## src/rtl/fdma_pkg.sv

```systemverilog
package fdma_pkg;

    typedef enum logic [1:0] {
        ST_IDLE  = 2'd0,
        ST_FETCH = 2'd1,
        ST_CHECK = 2'd2
    } fstate_e;

    typedef struct packed {
        logic [4:0]  rsv_hi;
        logic        pal_load;
        logic [2:0]  rsv_mid;
        logic        sof_en;
        logic        eof_en;
        logic [18:0] len_words;
        logic [1:0]  rsv_lo;
    } cmd_t;

    typedef struct packed {
        logic [27:0] addr;
        logic [1:0]  rsv;
        logic        irq;
        logic        req;
    } branch_t;

    localparam logic [31:0] LINK_WR_MASK   = 32'hFFFF_FFF0;
    localparam logic [31:0] BRANCH_WR_MASK = 32'hFFFF_FFF3;
    localparam int          DESC_WORDS     = 4;
    localparam int          DESC_BYTES     = 4 * DESC_WORDS;

    function automatic logic desc_fits(input logic [31:0] p,
                                       input logic [31:0] base,
                                       input logic [31:0] size);
        logic [32:0] p_end;
        logic [32:0] w_end;
        p_end = {1'b0, p} + 33'(DESC_BYTES);
        w_end = {1'b0, base} + {1'b0, size};
        return (p >= base) && (p_end <= w_end);
    endfunction

    function automatic logic src_valid(input logic [31:0] s,
                                       input logic [31:0] base,
                                       input logic [31:0] size);
        logic [32:0] w_end;
        w_end = {1'b0, base} + {1'b0, size};
        return (s != 32'd0) && (s >= base) && ({1'b0, s} <= w_end);
    endfunction

endpackage

```

## src/rtl/fdma_regs.sv

```systemverilog
module fdma_regs
    import fdma_pkg::*;
#(
    parameter int CHAN       = 0,
    parameter int AW         = 12,
    parameter int BRANCH_OFS = 'h020
) (
    input  logic          clk,
    input  logic          rst,
    input  logic          reg_we,
    input  logic [AW-1:0] reg_addr,
    input  logic [31:0]   reg_wdata,
    output logic [31:0]   reg_rdata,
    input  logic          clr_src,
    input  logic          clr_bra,
    input  logic          word_we,
    input  logic [1:0]    word_idx,
    input  logic [31:0]   word_data,
    output logic [31:0]   link_q,
    output logic [31:0]   src_q,
    output logic [31:0]   id_q,
    output logic [31:0]   cmd_q,
    output branch_t       branch_q
);
    localparam int          CH_BASE = 'h200 + 16 * CHAN;
    localparam logic [AW-1:0] A_LINK = AW'(CH_BASE);
    localparam logic [AW-1:0] A_SRC  = AW'(CH_BASE + 4);
    localparam logic [AW-1:0] A_ID   = AW'(CH_BASE + 8);
    localparam logic [AW-1:0] A_CMD  = AW'(CH_BASE + 12);
    localparam logic [AW-1:0] A_BRA  = AW'(BRANCH_OFS);

    logic wr_link, wr_bra;
    logic [31:0] words_q [DESC_WORDS];

    assign wr_link = reg_we && (reg_addr == A_LINK);
    assign wr_bra  = reg_we && (reg_addr == A_BRA);

    // one storage word per descriptor slot
    for (genvar g = 0; g < DESC_WORDS; g++) begin : g_word
        always_ff @(posedge clk) begin
            if (rst) begin
                words_q[g] <= '0;
            end else begin
                if (g == 1 && clr_src)
                    words_q[g] <= '0;
                if (word_we && word_idx == 2'(g))
                    words_q[g] <= word_data;
                if (g == 0 && wr_link)
                    words_q[g] <= reg_wdata & LINK_WR_MASK;
            end
        end
    end

    assign link_q = words_q[0];
    assign src_q  = words_q[1];
    assign id_q   = words_q[2];
    assign cmd_q  = words_q[3];

    always_ff @(posedge clk) begin
        if (rst) begin
            branch_q <= '0;
        end else if (wr_bra) begin
            branch_q <= branch_t'(reg_wdata & BRANCH_WR_MASK);
        end else if (clr_bra) begin
            branch_q.req <= 1'b0;
        end
    end

    always_comb begin
        reg_rdata = '0;
        if (reg_addr == A_LINK) reg_rdata = link_q;
        if (reg_addr == A_SRC)  reg_rdata = src_q;
        if (reg_addr == A_ID)   reg_rdata = id_q;
        if (reg_addr == A_CMD)  reg_rdata = cmd_q;
        if (reg_addr == A_BRA)  reg_rdata = branch_q;
    end

    p_src_clear_r4: assert property (@(posedge clk) disable iff (rst)
        clr_src |=> (src_q == 32'd0));

    p_bra_selfclear_r5: assert property (@(posedge clk) disable iff (rst)
        (clr_bra && !wr_bra) |=> !branch_q.req);

endmodule

```

## src/rtl/fdma_fetch.sv

```systemverilog
module fdma_fetch
    import fdma_pkg::*;
#(
    parameter logic [31:0] MEM_BASE = 32'h1000_0000,
    parameter logic [31:0] MEM_SIZE = 32'h0001_0000
) (
    input  logic        clk,
    input  logic        rst,
    input  logic        chan_en,
    input  logic        frame_start,
    input  logic [31:0] link_q,
    input  logic [31:0] src_q,
    input  branch_t     branch_q,
    output logic        mem_req,
    output logic [31:0] mem_addr,
    input  logic        mem_valid,
    input  logic [31:0] mem_rdata,
    output logic        clr_src,
    output logic        clr_bra,
    output logic        word_we,
    output logic [1:0]  word_idx,
    output logic [31:0] word_data,
    output logic        busy,
    output logic        ev_branch,
    output logic        ev_ber,
    output logic        ev_load
);
    localparam logic [1:0] LAST_IDX = 2'(DESC_WORDS - 1);

    fstate_e     state_q;
    logic [31:0] ptr_q;
    logic [1:0]  idx_q;
    logic        start, go, fits, src_good;
    logic [31:0] next_ptr;

    assign start    = frame_start && (state_q == ST_IDLE);
    assign go       = start && chan_en;
    assign next_ptr = branch_q.req ? {branch_q.addr, 4'b0000} : link_q;
    assign fits     = desc_fits(next_ptr, MEM_BASE, MEM_SIZE);
    assign src_good = src_valid(src_q, MEM_BASE, MEM_SIZE);

    assign clr_src   = start;
    assign clr_bra   = go && branch_q.req;
    assign ev_branch = clr_bra && branch_q.irq;
    assign ev_ber    = (go && !fits) || (state_q == ST_CHECK && !src_good);
    assign ev_load   = (state_q == ST_CHECK) && src_good;

    assign mem_req   = (state_q == ST_FETCH);
    assign mem_addr  = ptr_q + {28'd0, idx_q, 2'b00};
    assign word_we   = mem_req && mem_valid;
    assign word_idx  = idx_q;
    assign word_data = mem_rdata;
    assign busy      = (state_q != ST_IDLE);

    always_ff @(posedge clk) begin
        if (rst) begin
            state_q <= ST_IDLE;
            ptr_q   <= '0;
            idx_q   <= '0;
        end else begin
            unique case (state_q)
                ST_IDLE: if (go && fits) begin
                    ptr_q   <= next_ptr;
                    idx_q   <= '0;
                    state_q <= ST_FETCH;
                end
                ST_FETCH: if (mem_valid) begin
                    idx_q <= idx_q + 2'd1;
                    if (idx_q == LAST_IDX) state_q <= ST_CHECK;
                end
                ST_CHECK: state_q <= ST_IDLE;
                default:  state_q <= ST_IDLE;
            endcase
        end
    end

    p_req_in_window_r7: assert property (@(posedge clk) disable iff (rst)
        mem_req |-> (mem_addr >= MEM_BASE &&
                     ({1'b0, mem_addr} + 33'd4) <= ({1'b0, MEM_BASE} + {1'b0, MEM_SIZE})));

    p_req_hold_r6: assert property (@(posedge clk) disable iff (rst)
        (mem_req && !mem_valid) |=> (mem_req && $stable(mem_addr)));

    p_addr_step_r6: assert property (@(posedge clk) disable iff (rst)
        (mem_req && mem_valid && idx_q != LAST_IDX) |=> (mem_req && mem_addr == $past(mem_addr) + 32'd4));

    p_ignore_busy_r11: assert property (@(posedge clk) disable iff (rst)
        (busy && frame_start) |-> !clr_src);

endmodule

```

## src/rtl/fdma_events.sv

```systemverilog
module fdma_events
    import fdma_pkg::*;
(
    input  logic        clk,
    input  logic        rst,
    input  logic        frame_begin,
    input  logic        frame_done,
    input  logic        ev_branch,
    input  logic        ev_ber,
    input  logic        ev_load,
    input  logic [31:0] cmd_q,
    output logic        frame_ok,
    output logic        branch_stb,
    output logic        sof_stb,
    output logic        eof_stb,
    output logic        ber_stb
);
    cmd_t cmd;
    assign cmd = cmd_t'(cmd_q);

    always_ff @(posedge clk) begin
        if (rst) begin
            frame_ok   <= 1'b0;
            branch_stb <= 1'b0;
            sof_stb    <= 1'b0;
            eof_stb    <= 1'b0;
            ber_stb    <= 1'b0;
        end else begin
            branch_stb <= ev_branch;
            ber_stb    <= ev_ber;
            sof_stb    <= ev_load && cmd.sof_en;
            eof_stb    <= frame_done && frame_ok && cmd.eof_en;
            if (frame_begin)  frame_ok <= 1'b0;
            else if (ev_load) frame_ok <= 1'b1;
        end
    end

    p_sof_ber_excl_r8: assert property (@(posedge clk) disable iff (rst)
        !(sof_stb && ber_stb));

    p_sof_pulse_r9: assert property (@(posedge clk) disable iff (rst)
        sof_stb |=> !sof_stb);

    p_eof_after_ok_r10: assert property (@(posedge clk) disable iff (rst)
        eof_stb |-> $past(frame_ok));

endmodule

```

## src/rtl/frame_desc_dma.sv

```systemverilog
module frame_desc_dma
    import fdma_pkg::*;
#(
    parameter int          CHAN       = 0,
    parameter int          AW         = 12,
    parameter int          BRANCH_OFS = 'h020,
    parameter logic [31:0] MEM_BASE   = 32'h1000_0000,
    parameter logic [31:0] MEM_SIZE   = 32'h0001_0000
) (
    input  logic          clk,
    input  logic          rst,
    input  logic          chan_en,
    input  logic          frame_start,
    input  logic          frame_done,
    input  logic          reg_we,
    input  logic [AW-1:0] reg_addr,
    input  logic [31:0]   reg_wdata,
    output logic [31:0]   reg_rdata,
    output logic          mem_req,
    output logic [31:0]   mem_addr,
    input  logic          mem_valid,
    input  logic [31:0]   mem_rdata,
    output logic [31:0]   src_addr,
    output logic [31:0]   frame_id,
    output logic [31:0]   frame_cmd,
    output logic          frame_ok,
    output logic          busy,
    output logic          branch_stb,
    output logic          sof_stb,
    output logic          eof_stb,
    output logic          ber_stb
);
    logic        clr_src, clr_bra, word_we;
    logic [1:0]  word_idx;
    logic [31:0] word_data, link_q, src_q, id_q, cmd_q;
    branch_t     branch_q;
    logic        ev_branch, ev_ber, ev_load;

    fdma_regs #(.CHAN(CHAN), .AW(AW), .BRANCH_OFS(BRANCH_OFS)) u_regs (
        .clk(clk), .rst(rst),
        .reg_we(reg_we), .reg_addr(reg_addr), .reg_wdata(reg_wdata), .reg_rdata(reg_rdata),
        .clr_src(clr_src), .clr_bra(clr_bra),
        .word_we(word_we), .word_idx(word_idx), .word_data(word_data),
        .link_q(link_q), .src_q(src_q), .id_q(id_q), .cmd_q(cmd_q), .branch_q(branch_q)
    );

    fdma_fetch #(.MEM_BASE(MEM_BASE), .MEM_SIZE(MEM_SIZE)) u_fetch (
        .clk(clk), .rst(rst), .chan_en(chan_en), .frame_start(frame_start),
        .link_q(link_q), .src_q(src_q), .branch_q(branch_q),
        .mem_req(mem_req), .mem_addr(mem_addr), .mem_valid(mem_valid), .mem_rdata(mem_rdata),
        .clr_src(clr_src), .clr_bra(clr_bra),
        .word_we(word_we), .word_idx(word_idx), .word_data(word_data),
        .busy(busy), .ev_branch(ev_branch), .ev_ber(ev_ber), .ev_load(ev_load)
    );

    fdma_events u_events (
        .clk(clk), .rst(rst), .frame_begin(clr_src), .frame_done(frame_done),
        .ev_branch(ev_branch), .ev_ber(ev_ber), .ev_load(ev_load), .cmd_q(cmd_q),
        .frame_ok(frame_ok), .branch_stb(branch_stb), .sof_stb(sof_stb),
        .eof_stb(eof_stb), .ber_stb(ber_stb)
    );

    assign src_addr  = src_q;
    assign frame_id  = id_q;
    assign frame_cmd = cmd_q;

    p_reset_quiet_r1: assert property (@(posedge clk)
        $past(rst) |-> (!busy && !mem_req && !frame_ok && !sof_stb && !ber_stb));

endmodule

```

## config.mk

```make
export PLATFORM = sky130hd
export DESIGN_NAME = frame_desc_dma
export DESIGN_NICKNAME = d
export VERILOG_FILES = /design/src/rtl/fdma_pkg.sv /design/src/rtl/fdma_regs.sv /design/src/rtl/fdma_fetch.sv /design/src/rtl/fdma_events.sv /design/src/rtl/frame_desc_dma.sv
export SDC_FILE = /design/constraint.sdc
export NUM_CORES = 1
export LEC_CHECK = 0
export BUFFER_PORTS_ARGS = -buffer_cell sky130_fd_sc_hd__clkbuf_2
export CORE_UTILIZATION = 60
export CTS_BUF_LIST = sky130_fd_sc_hd__clkbuf_2
export DETAILED_ROUTE_END_ITERATION = 7
export PLACE_DENSITY = 0.89
export SLEW_MARGIN = 20
export SYNTH_ARGS = -nofsm -noshare
export SYNTH_HDL_FRONTEND = slang
export SYNTH_SLANG_ARGS = --single-unit
```

## constraint.sdc

```tcl
create_clock -name clk -period 11.6 [get_ports clk]
set_input_delay 2.9 -clock clk [delete_from_list [all_inputs] [get_ports clk]]
set_output_delay 2.9 -clock clk [all_outputs]
set_load 0.05 [all_outputs]
```

; After elaboration in Yosys (flattened, before gate mapping)
; Memories as Yosys holds them, arrays and structs flattened.
; Cells that the tools add are included.
[totals]
reg_bits = 71
ramBits = 128
inputBits = 83
out_inout_bits = 167
mem_count = 1
[classes]
add_sub_neg = 3
order_cmp = 4
eq_ne = 13
mux = 41
bitwise = 6
reduce_logical = 34
[mem_list]
columns = memory, depth, width, rd, rd_ports_with_merged_regs, write_ports, line_no
row1 = u_regs.words_q, 4, 32, 4, 0, 4, fdma_regs.sv:33  ; logic [31:0] words_q [DESC_WORDS];
[ops]
columns = operator, n
row1 = 2-to-1 mux 32 bit, 12
row2 = "greater-or-equal comparator 32 x 29 -> 1 bit, second input constant", 2
row3 = "equality test 12 x 10 -> 1 bit, second input constant", 4
row4 = "adder 32 x 5 -> 33 bit, second input constant", 1
row5 = "<= comparator 33 x 29 -> 1 bit, second input constant", 1
row6 = adder 32 x 4 -> 32 bit, 1
row7 = "<= comparator 32 x 29 -> 1 bit, second input constant", 1
row8 = nonzero test 32 bit, 1
row9 = 2-to-1 mux 1 bit, 22
row10 = logical AND 1 bit, 21
row11 = "equality test 12 x 6 -> 1 bit, second input constant", 1
row12 = 2-to-1 mux 2 bit, 5
row13 = one-hot mux 2 bit (2 select lines), 2
row14 = "equality test 2 bit, second input constant", 3
row15 = "inequality test 2 bit, second input constant", 3
row16 = bitwise OR 1 bit, 6
row17 = AND reduction 3 bit, 2
row18 = nonzero test 2 bit, 3
row19 = "equality test 2 x 1 -> 1 bit, second input constant", 2
row20 = zero test 2 bit, 2
row21 = "adder 2 x 1 -> 2 bit, second input constant", 1
row22 = zero test 1 bit, 2
row23 = AND reduction 2 bit, 1
row24 = OR reduction 2 bit, 1
row25 = logical OR 1 bit, 1

; Logic depth before layout (Yosys ltp)
[logic_depth]
word_depth = 8
depth_mapped = 13

; Hierarchy
; From an unflattened synthesis, not the netlist that was laid out.
[unflattened]
hier_cells = 1021
hier_area_um2 = 10665.2
[by_module_without_submodules]
columns = mod, n_inst, cells_per_inst, area_per_inst_um2, seq_area_each_um2
row1 = fdma_regs, 1, 632, 7328.3, 4444.3
row2 = fdma_fetch, 1, 377, 3193.1, 720.7
row3 = fdma_events, 1, 12, 143.9, 100.1

; Least setup slack after synthesis
; No wires, ideal clock.
[synth_timing]
path_type = input-to-output
start = in reg_addr[2]
end = out reg_rdata[0]
arrival_time_ns = 5.276
path_slack_ns = 3.424
stages = 6
cell_sequence = clkbuf_1 > or4_1 > or4b_2 > clkbuf_1 > clkbuf_1 > a21oi_1
[synth_between]
elab_chain_cells = 6
word_cells_on_any_way = 10
[synth_lines]
columns = element, line_no
row1 = "start, declared", frame_desc_dma.sv:16  ; input logic [AW-1:0] reg_addr,
row2 = equality test 12 x 10 -> 1 bit, fdma_regs.sv:71  ; if (reg_addr == A_LINK) reg_rdata = link_q;
row3 = 2-to-1 mux 32 bit, fdma_regs.sv:71
row4 = 2-to-1 mux 32 bit, fdma_regs.sv:72  ; if (reg_addr == A_SRC) reg_rdata = src_q;
row5 = 2-to-1 mux 32 bit, fdma_regs.sv:73  ; if (reg_addr == A_ID) reg_rdata = id_q;
row6 = 2-to-1 mux 32 bit, fdma_regs.sv:74  ; if (reg_addr == A_CMD) reg_rdata = cmd_q;
row7 = 2-to-1 mux 32 bit (*), fdma_regs.sv:75  ; if (reg_addr == A_BRA) reg_rdata = branch_q;
row8 = "end, declared", frame_desc_dma.sv:18  ; output logic [31:0] reg_rdata,
; Every way passes the cells marked *; elsewhere a longest branch is shown, timed or not.

; Worst setup path in the final report
[layout_timing]
start = in reg_addr[2]
end = out reg_rdata[15]
; Same word-level chain as after synthesis.

==> metrics.csv <==
stage,metric,value,unit
clock_network,post-CTS sizing,0,
critical_path,CP endpoint kind,primary output,
floorplanning,Die W,132,um
power_and_ir_drop,Static Leakage,5.24,nW
critical_path,data required time of the worst path,8700,ps
sta,clk_skew,44.2,ps
cells_and_area,share of cells above drive strength 1,26.9,%
drt,number of vias per cell,6.33,
cells_and_area,nets,1287,
drt,DR iter-0 viols,1102,
sta,Final Critical Period,8340,ps
drt,drt drc,0,
min_path,hold path depth,2,
clock_network,Worst-path clk slew,240,ps
logic_synthesis,synth warn,0,
logic_synthesis,Yosys reg bits,199,
sta,final-report max-slew violation count,0,
logic_synthesis,most frequent cell after synthesis,edfxtp_1,
critical_path,CP endpoint,reg_rdata[15],
logic_synthesis,Yosys top cell by area,edfxtp_1,
logic_synthesis,syn_nets,1081,
logic_synthesis,cell count after synthesis,991,
critical_path,worst r2r src,u_regs.branch_q[0]$_SDFFE_PP0P_,
sta,worst slew pin tran,1130,ps
drt,Detail Route Antenna Nets,0,
sta,Sum Neg Setup Slack,0,ps
logic_synthesis,Avg Inst Size Synth,10.2,sq um
cells_and_area,# fillers,1197,
flow_run,Max Cap Viol,0,
power_and_ir_drop,sw power,0.355,mW
sta,fmax,0.120,GHz
global_route,largest net degree at the start of global routing,99,
logic_synthesis,leading cell types by count after synthesis,"edfxtp_1, and3_1, nand2_1",
placement,port bufs,247,
sta,Final period util,71.9,%
logic_synthesis,Synth top area share,38.0,%
global_route,GR Util All Layers,33.3,%
power_and_ir_drop,Sw Ratio,28.1,%
clock_network,Clock Root Buffer,clkbuf_2,
floorplanning,io pins,250,
sta,unrepaired setup endpoints after global routing,false,
drt,WL/cell,20.4,um
logic_synthesis,Netlist Area Pre-Place,0.0101,sq mm
floorplanning,cell row count,47,
cells_and_area,Multi-input gate area,0.00449,sq mm
drt,Pre-antenna DRT Iters,5,
logic_synthesis,"Seq/Total Area, Yosys",52.1,%
critical_path,CP startpoint,reg_addr[2],
clock_network,CTS tree,built,
outcome,run status,completed,
global_route,initial antenna violation count,1,
critical_path,Worst R2R Setup Slack,8100,ps
clock_network,post-CTS setup buffer count,0,
power_and_ir_drop,Cell Int Power,0.909,mW
power_and_ir_drop,PD cells,108,mW/mm^2
clock_network,H-tree levels,4,
clock_network,Max Buffers Root-to-Sink,2,
global_route,grt total ovfl,0,
global_route,number of global-route vias before repair,8641,
cells_and_area,Finished Layout Cells,1431,
sta,endpoints failing setup,0,
clock_network,total CTS buffers,17,
placement,Inst Count DP,1397,
placement,GP Congestion,0.914,
cells_and_area,Seq. cell area,0.00527,sq mm
drt,Routed WL,29.2,mm
clock_network,Clock Latency Late Sink,830,ps
power_and_ir_drop,Peak VDD IR,82.6,uV
floorplanning,CORE AREA,0.0165,sq mm
power_and_ir_drop,Clock power frac,27.8,%
cells_and_area,"Core Util, Final",70.8,%
clock_network,clock sink count,199,
logic_synthesis,"Distinct cells, synth",66,
placement,dpl hpwl,19.9,mm
power_and_ir_drop,combinational share of power,10.1,%
critical_path,Worst Path Arrival,5440,ps
critical_path,CP Class,in -> out,
sta,endpoints failing hold,0,
clock_network,CTS Hold Bufs,0,
drt,Via Count,9064,
logic_synthesis,Main synth FF type,edfxtp_1,
logic_synthesis,top post-synthesis cells by area,"edfxtp_1, dfxtp_1, and3_1",
power_and_ir_drop,part of the power in registers,62.1,%
critical_path,worst-path maximum fanout,61,
global_route,first-pass GRT wire length,44.8,mm
cells_and_area,Area growth syn-to-layout,15.8,%
floorplanning,total die area,0.0174,sq mm
logic_synthesis,fraction of registers with async set or reset after synthesis,0,%
critical_path,Startpoint Class,input pin,
floorplanning,Starting Density,61.1,%
min_path,Hold Path Class,reg -> reg,
floorplanning,Die Y,132,um
logic_synthesis,number of synthesized flops with an enable pin,128,
critical_path,Reg-to-Reg End,u_fetch.ptr_q[14]$_SDFFE_PP0P_,
sta,Max-slew headroom,24.5,%
critical_path,R2R cell count,9,
## placed cells by master (no fill, tap or decap), drive strengths merged, types with 4 or more instances in the layout
cell type / synthesis / layout
nand4: 10 / 10
edfxtp: 128 / 128
and2: 23 / 23
inv: 11 / 19
a221oi: 30 / 30
a21oi: 74 / 74
a31oi: 4 / 4
a211oi: 4 / 4
xor2: 10 / 10
nor3b: 6 / 6
nor2b: 8 / 8
mux2i: 48 / 48
nor4: 10 / 10
ha: 6 / 6
and3: 118 / 118
a31o: 16 / 16
nand2: 100 / 100
nand3: 22 / 22
and4: 4 / 4
nand2b: 6 / 6
nor3: 9 / 9
a22oi: 4 / 4
o21ai: 10 / 10
nor2: 92 / 92
a22o: 29 / 29
dfxtp: 71 / 71
buf: 15 / 17
xnor2: 21 / 21
clkbuf: 62 / 266
## worst min-delay path by stage
stage                                                start                          endpoint
after floorplan            u_regs.branch_q[1]$_SDFFE_PP0P_    u_events.branch_stb$_SDFF_PP0_
after global placement      u_fetch.ptr_q[26]$_SDFFE_PP0P_    u_fetch.ptr_q[26]$_SDFFE_PP0P_
after detailed placement    u_fetch.ptr_q[26]$_SDFFE_PP0P_    u_fetch.ptr_q[26]$_SDFFE_PP0P_
after CTS                  u_regs.branch_q[1]$_SDFFE_PP0P_    u_events.branch_stb$_SDFF_PP0_
after global routing      u_regs.branch_q[30]$_SDFFE_PP0P_  u_regs.branch_q[30]$_SDFFE_PP0P_
final                      u_regs.branch_q[1]$_SDFFE_PP0P_    u_events.branch_stb$_SDFF_PP0_
## worst max-delay path: stages
cell and delay, ps:
clkbuf_2 80, buf_4 310, or4_1 500, or4b_2 640, buf_4 350, a21oi_1 310
clkbuf_2 330
## cell families after synthesis
kind of cell,count (synthesis),synth area share (%)
xor gates and xnor gates,31,2.69
adders and majority gates,7,0.941
DFF,199,52.1
muxes,50,4.98
buffers and inverters,88,3.69
and+or+nand+nor,426,22.1
AOI/OAI and AO/OA,190,13.5
## metrics by stage
stage | power (mW) | setup WS [ps] | area, sq um | hold slack [ps]
2_1_floorplan | 0.874 | 3420 | 10100 | 428
3_5_place_dp | 0.925 | 3290 | 11400 | 445
5_1_grt | 1.30 | 3230 | 11700 | 512
4_1_cts | 1.27 | 3290 | 11700 | 473
6_report | 1.26 | 3260 | 11700 | 476
3_3_place_gp | 0.922 | 3310 | 11400 | 444
## final cells by class
type / instances / area share [%]
Clock buffer: 19 / 0.813
Antenna cell: 1 / 0.0214
Multi-Input combinational cell: 704 / 38.4
Inverter: 11 / 0.353
Tap cell: 220 / 2.35
Timing Repair Buffer: 264 / 11.8
Sequential cell: 199 / 45.0
Clock inverter: 13 / 1.24
## power groups by stage
stage	clock (mW)	combinational, mW	sequential (mW)
2_1_floorplan	0	0.0329	0.841
3_3_place_gp	0	0.123	0.799
3_5_place_dp	0	0.125	0.800
4_1_cts	0.355	0.125	0.785
5_1_grt	0.376	0.133	0.788
6_report	0.351	0.128	0.786
## flip-flops by register name, summed over array words and instances (netlist names)
register	flops
u_fetch.word_idx	2
u_fetch.state_q	2
u_fetch.ptr_q	32
u_events.sof_stb	1
u_events.frame_ok	1
u_regs.branch_q	30
u_events.branch_stb	1
u_events.ber_stb	1
u_regs.words_q	128
u_events.eof_stb	1
## metal layers
layer / track usage [%] / routed length, um
met2: 53.6 / 13600
met3: 7.88 / 3040
met1: 42.9 / 11500
met5: 0 / 0
met4: 15.0 / 1070
Note: power is estimated with default switching activity, not from simulation.
